==> config.mk <==
export PLATFORM = sky130hd
export DESIGN_NAME = cap_trk_top
export DESIGN_NICKNAME = d
export VERILOG_FILES = /design/src/rtl/trk_pkg.sv /design/src/rtl/trk_step.sv /design/src/rtl/trk_thresh.sv /design/src/rtl/trk_debounce.sv /design/src/rtl/cap_trk_top.sv
export SDC_FILE = /design/constraint.sdc
export NUM_CORES = 1
export LEC_CHECK = 0
export ABC_AREA = 1
export CORE_MARGIN = 2
export CORE_UTILIZATION = 50
export DETAILED_ROUTE_END_ITERATION = 12
export PLACE_DENSITY = 0.73
export SLEW_MARGIN = 5
export SYNTH_ARGS = -nofsm -noshare
export SYNTH_HDL_FRONTEND = slang
export SYNTH_SLANG_ARGS = --single-unit
==> constraint.sdc <==
create_clock -name clk -period 6.1 [get_ports clk]
set_input_delay 1.525 -clock clk [delete_from_list [all_inputs] [get_ports clk]]
set_output_delay 1.525 -clock clk [all_outputs]
set_load 0.01 [all_outputs]
==> src/rtl/trk_pkg.sv <==
package trk_pkg;
  localparam int unsigned CNT_W = 16;
  localparam int unsigned RAT_W = 3;
  localparam int unsigned DB_W  = 4;
endpackage

==> src/rtl/trk_step.sv <==
module trk_step #(
  parameter int unsigned W  = 16,
  parameter int unsigned RW = 3
) (
  input  logic [W-1:0]  base,
  input  logic [W-1:0]  samp,
  input  logic [RW-1:0] ratio,
  output logic [W-1:0]  nxt
);
  localparam int unsigned SW = RW + 1;

  logic [SW-1:0] sh;
  logic [W-1:0]  raw, step, diff;
  logic          up;

  always_comb begin
    sh   = SW'(ratio) + SW'(1);
    raw  = base >> sh;
    step = (raw == '0) ? W'(1) : raw;
    up   = samp > base;
    diff = up ? (samp - base) : (base - samp);
    if (diff <= step) nxt = samp;
    else if (up)      nxt = base + step;
    else              nxt = base - step;
  end
endmodule

==> src/rtl/trk_thresh.sv <==
module trk_thresh #(
  parameter int unsigned W  = 16,
  parameter int unsigned RW = 3
) (
  input  logic [W-1:0]  base,
  input  logic [RW-1:0] ratio,
  output logic [W-1:0]  hi,
  output logic [W-1:0]  lo
);
  localparam int unsigned SW = RW + 1;

  logic [SW-1:0] sh;
  logic [W-1:0]  margin;
  logic [W:0]    sum;

  always_comb begin
    sh     = SW'(ratio) + SW'(1);
    margin = base >> sh;
    sum    = {1'b0, base} + {1'b0, margin};
    hi     = sum[W] ? '1 : sum[W-1:0];
    lo     = base - margin;
  end
endmodule

==> src/rtl/trk_debounce.sv <==
module trk_debounce #(
  parameter int unsigned DW = 4
) (
  input  logic          clk,
  input  logic          rst_n,
  input  logic          vld,
  input  logic          oor,
  input  logic [DW-1:0] limit,
  input  logic          clr,
  output logic          irq
);
  logic [DW-1:0] cnt_q, cnt_d, lim;
  logic          irq_q, irq_d, fire, cnt_en;

  always_comb begin
    lim    = (limit == '0) ? DW'(1) : limit;
    cnt_en = vld;
    cnt_d  = cnt_q;
    fire   = 1'b0;
    if (vld) begin
      if (oor) begin
        cnt_d = (cnt_q == '1) ? cnt_q : cnt_q + DW'(1);
        fire  = cnt_d >= lim;
      end else begin
        cnt_d = '0;
      end
    end
    irq_d = fire ? 1'b1 : (clr ? 1'b0 : irq_q);
  end

  always_ff @(posedge clk or negedge rst_n) begin
    if (!rst_n) begin
      cnt_q <= '0;
      irq_q <= 1'b0;
    end else begin
      if (cnt_en) cnt_q <= cnt_d;
      irq_q <= irq_d;
    end
  end

  assign irq = irq_q;

  AST_DB_INRANGE_RESTART: assert property (@(posedge clk) disable iff (!rst_n)
    vld && !oor |=> cnt_q == '0);
  AST_OOR_CLEAR: assert property (@(posedge clk) disable iff (!rst_n)
    clr && !(vld && oor) |=> !irq_q);
endmodule

==> src/rtl/cap_trk_top.sv <==
module cap_trk_top #(
  parameter int unsigned CNT_W = trk_pkg::CNT_W,
  parameter int unsigned RAT_W = trk_pkg::RAT_W,
  parameter int unsigned DB_W  = trk_pkg::DB_W
) (
  input  logic             clk,
  input  logic             rst_n,
  input  logic             samp_vld,
  input  logic [CNT_W-1:0] samp_cnt,
  input  logic             base_wr,
  input  logic [CNT_W-1:0] base_wdata,
  input  logic             trace_en,
  input  logic             lp_mode,
  input  logic [RAT_W-1:0] trace_ratio,
  input  logic             thr_trace_en,
  input  logic [RAT_W-1:0] thr_ratio,
  input  logic             thr_wr,
  input  logic [CNT_W-1:0] thr_hi_wdata,
  input  logic [CNT_W-1:0] thr_lo_wdata,
  input  logic [DB_W-1:0]  db_count,
  input  logic             eos_clr,
  input  logic             oor_clr,
  output logic [CNT_W-1:0] baseline,
  output logic [CNT_W-1:0] thr_hi,
  output logic [CNT_W-1:0] thr_lo,
  output logic             eos_irq,
  output logic             oor_irq
);
  logic [CNT_W-1:0] base_q, base_d, step_nxt;
  logic [CNT_W-1:0] hi_q, lo_q, hi_d, lo_d, calc_hi, calc_lo;
  logic             base_en, thr_en, trace_go, oor_now;
  logic             eos_q, eos_d;

  trk_step #(.W(CNT_W), .RW(RAT_W)) u_step (
    .base(base_q), .samp(samp_cnt), .ratio(trace_ratio), .nxt(step_nxt)
  );

  trk_thresh #(.W(CNT_W), .RW(RAT_W)) u_thr (
    .base(base_q), .ratio(thr_ratio), .hi(calc_hi), .lo(calc_lo)
  );

  trk_debounce #(.DW(DB_W)) u_db (
    .clk(clk), .rst_n(rst_n), .vld(samp_vld), .oor(oor_now),
    .limit(db_count), .clr(oor_clr), .irq(oor_irq)
  );

  always_comb begin
    oor_now  = samp_vld && ((samp_cnt > hi_q) || (samp_cnt < lo_q));
    trace_go = samp_vld && trace_en && lp_mode && !oor_now;
    base_en  = base_wr || trace_go;
    base_d   = base_wr ? base_wdata : step_nxt;
    thr_en   = thr_trace_en || thr_wr;
    hi_d     = thr_trace_en ? calc_hi : thr_hi_wdata;
    lo_d     = thr_trace_en ? calc_lo : thr_lo_wdata;
    eos_d    = samp_vld ? 1'b1 : (eos_clr ? 1'b0 : eos_q);
  end

  always_ff @(posedge clk or negedge rst_n) begin
    if (!rst_n) begin
      base_q <= '0;
      hi_q   <= '0;
      lo_q   <= '0;
      eos_q  <= 1'b0;
    end else begin
      if (base_en) base_q <= base_d;
      if (thr_en) begin
        hi_q <= hi_d;
        lo_q <= lo_d;
      end
      eos_q <= eos_d;
    end
  end

  assign baseline = base_q;
  assign thr_hi   = hi_q;
  assign thr_lo   = lo_q;
  assign eos_irq  = eos_q;

  AST_TRACE_NO_OVERSHOOT: assert property (@(posedge clk) disable iff (!rst_n)
    trace_go && !base_wr && (samp_cnt >= base_q)
    |=> (base_q <= $past(samp_cnt)) && (base_q >= $past(base_q)));
  AST_HOLD_OUTSIDE_LP: assert property (@(posedge clk) disable iff (!rst_n)
    !lp_mode && !base_wr |=> $stable(base_q));
  AST_FREEZE_ON_OOR: assert property (@(posedge clk) disable iff (!rst_n)
    oor_now && !base_wr |=> $stable(base_q));
  AST_THR_ORDERED: assert property (@(posedge clk) disable iff (!rst_n)
    thr_trace_en |=> lo_q <= hi_q);
  AST_EOS_SET: assert property (@(posedge clk) disable iff (!rst_n)
    samp_vld |=> eos_q);
  AST_EOS_CLEAR: assert property (@(posedge clk) disable iff (!rst_n)
    eos_clr && !samp_vld |=> !eos_q);
endmodule

==> impl_metrics.py, run 1 <==
metrics = {
    "global_route": {
        "use_met3": 0.0277,
        "top_usage_layer": "met2",
        "grt_remaining_overflow": 0,
        "grt_pass1_vias": 9561,
        "use_met1": 0.453,
        "grtUsageMet2": 0.537,
        "grt_util_all_layers": 0.328,
        "grt_max_degree": 55,
        "antenna_found_initial": 0,
        "grt_pass1_wl_mm": 50.4,
    },
    "critical_path": {
        "cp.required_ns": 6.34,
        "crit_type": "primary input to flop",
        "cp.arrival_ns": 5.93,
        "startpoint_type": "primary input",
        "timing.reg2reg.worst_path_depth": 23,
        "end_kind": "flop",
        "path_max_fanout": 27,
    },
    "clock_tree": {
        "clock_latency_ns": 0.31,
        "clkTransAtPathRegs_ns": 0.08,
        "h-tree-depth": 2,
        "tritoncts": "done",
        "clockBufferDepth": 2,
        "cts_buffers": 5,
        "root_buffer": "clkbuf_16",
        "cts_hold_buf": 0,
        "cts.sinks": 54,
    },
    "layout": {
        "area_growth_pct": 23.8,
        "fin_nets": 1776,
        "layout-drive-gt1-share": 0.0897,
        "fill_cells": 1677,
        "instances_no_fill": 1789,
        "area.sequential_um2": 1350,
        "layout_common_cells": "nand2_1 (335), inv_1 (216), clkdlybuf4s50_1 (132)",
        "final_common_cell": "nand2_1",
        "design_area_um2": 11100,
        "multiInputGateArea_um2": 6560,
        "antenna_cells": 0,
    },
    "logic_synthesis": {
        "synthCells": 1391,
        "syn-num-nets": 1608,
        "synth_seq_area_share": 0.150,
        "ys_ff_latch": 54,
        "synth.cell_area_um2": 8980,
        "syn_area_per_cell_um2": 6.46,
        "ys_types": 57,
        "ys_warn_count": 0,
    },
    "sta": {
        "skew_ns": 0.00555,
        "fin_setup_tns_ns": 0,
        "hold_violations": 0,
        "timing.final.crit_period_ns": 5.69,
        "finalSetupViolCount": 0,
        "finalHoldWorstSlack_ns": 0.515,
        "maxSlewViolCount": 0,
        "fmax_ghz": 0.176,
        "tightestPinTransition_ns": 0.870,
        "min_period_over_period": 0.933,
        "max_slew_margin": 0.418,
    },
    "floorplanning": {
        "placementRows": 49,
        "die_h_um": 138,
        "ios": 134,
        "start_util": 0.505,
        "fp.dieW_um": 138,
        "core_area_um2": 17800,
        "dieArea_um2": 19100,
    },
    "routing": {
        "drt_iter0_drc": 798,
        "drt_pass1_iterations": 6,
        "postRouteAntennaNets": 0,
        "route.vias.total": 10071,
        "routed_wirelength_mm": 32.2,
        "drc_errors": 0,
        "wl_per_cell_um": 18.0,
        "via_per_inst": 5.63,
    },
    "power_and_ir_drop": {
        "leakage_uw": 0.00586,
        "power_density_nw_per_um2": 644,
        "finalPower_uw": 7160,
        "ir_drop_mv": 0.473,
    },
    "hold_path": {
        "hold_depth": 2,
        "hp-class": "flop to flop",
    },
    "placement": {
        "placed_area_um2": 10900,
        "gp_congestion": 1.03,
        "dpl.cell_count": 1781,
        "port_buffers": 133,
        "hpwlAfterDp_mm": 26.5,
    },
    "run_status": {
        "status": "complete, no violations",
    },
    "flow_run": {
        "maxCapViolations": 0,
    },
}
registers in the layout, summed over array words and instances (netlist names):
signal / count
baseline: 16
thr_hi: 16
thr_lo: 16
u_db.cnt_q: 4
eos_irq: 1
u_db.irq: 1
worst max-delay path, stage by stage:
cell	delay (ns)
clkdlybuf4s50_1	0.56
inv_1	0.18
ha_1	0.16
inv_1	0.06
fa_1	0.38
nand3_1	0.10
nand2_1	0.11
nand2_1	0.08
nand2_1	0.07
nand2_1	0.08
nand2_2	0.06
nand2_4	0.14
inv_6	0.12
or2_2	0.29
o21ai_1	0.20
inv_1	0.09
ha_1	0.29
nand2_1	0.05
o21ai_0	0.17
buf_4	0.16
a21oi_1	0.08
o21ai_0	0.27
a31oi_1	0.15
xnor2_1	0.24
nand3_1	0.11
nand3_1	0.10
nand2_1	0.06
o21ai_2	0.05
power breakdown:
| group | switching, µW | total, µW | internal [µW] |
|---|---|---|---|
| sequential | 307 | 838 | 531 |
| combinational | 3550 | 5970 | 2410 |
| clock | 153 | 360 | 207 |
| total | 4010 | 7160 | 3150 |
cell usage after synthesis (all sizes together):
cell     instances  area share
nand2          348        0.15
xor2            39       0.038
nor3             9      0.0056
or2             10      0.0070
o31ai            3      0.0031
a21boi           5      0.0042
a31oi            4      0.0042
o211ai          22       0.019
a21oi          109       0.062
a221oi           1     0.00097
a22oi            3      0.0025
clkbuf          27       0.011
o21a             4      0.0033
nor4             2      0.0014
a32oi            2      0.0019
o22ai           11      0.0077
nand3b           5      0.0042
o2111ai          5      0.0049
clkinv           3      0.0013
a31o             1     0.00097
inv            224       0.094
xnor2           19       0.019
nand4           18       0.016
fa               5       0.011
mux2i            9       0.010
a211oi           4      0.0033
dfrtp           54        0.15
nor2            83       0.037
buf             19       0.015
a21o             9      0.0075
ha             128        0.18
and3             1     0.00070
o21ai          124       0.073
o221ai           5      0.0049
nand3           73       0.042
a221o            1      0.0011
o21bai           2      0.0017
timing repair:
action / 4_1_cts / 5_1_grt
endpoints found under the setup margin: 0 / 4
setup buffers: 0 / 0
gates resized for setup: 0 / 3
layout make-up:
cell class	count	area share
Sequential cell	54	0.121
Clock inverter	2	0.00349
Clock buffer	6	0.0125
Timing Repair Buffer	207	0.170
Multi-Input combinational cell	1064	0.589
Tap cell	229	0.0258
Inverter	227	0.0771
final timing paths:
check	startpoint	end	slack, ns
max in group asynchronous	rst_n	baseline[10]$_DFFE_PN0P_	4.23
setup / recovery	samp_cnt[0]	baseline[9]$_DFFE_PN0P_	0.41
hold / removal	thr_hi[14]$_DFFE_PN0P_	thr_hi[14]$_DFFE_PN0P_	0.51
min in group asynchronous	rst_n	u_db.cnt_q[1]$_DFFE_PN0P_	1.36
hold reg to reg	thr_hi[14]$_DFFE_PN0P_	thr_hi[14]$_DFFE_PN0P_	0.51
setup reg to reg	baseline[15]$_DFFE_PN0P_	baseline[9]$_DFFE_PN0P_	1.11
cells by family after synthesis:
kind of cell    synth area share
flops                      0.150
fa+ha+maj                  0.189
compound gates             0.206
xor+xnor                  0.0565
mux                       0.0100
simple gates               0.265
buf+inv                    0.122
stage by stage:
stage | util | setup slack, ns
floorplan | - | 1.03
global placement | 0.615 | 0.108
detailed placement | 0.615 | 0.0777
CTS | 0.625 | 0.408
global route | 0.626 | -0.0135
finish | 0.626 | 0.411
routing by layer:
metal  wire length [µm]  up-vias
met2              14700      399
met1              14200     4697
met4               1180        0
li1                   -     4905
met3               2080       70
met5                  0        -
Note: power is estimated with default switching activity, not from simulation.
==> run 2, diff against run 1 <==
--- a/config.mk
+++ b/config.mk
@@ -8,6 +8,7 @@
 export ABC_AREA = 1
 export CORE_MARGIN = 2
 export CORE_UTILIZATION = 50
+export CTS_CLUSTER_SIZE = 20
 export DETAILED_ROUTE_END_ITERATION = 12
 export PLACE_DENSITY = 0.73
 export SLEW_MARGIN = 5
==> results of run 2 <==
The final DEF is identical to that of run 1; final timing and power are the same.
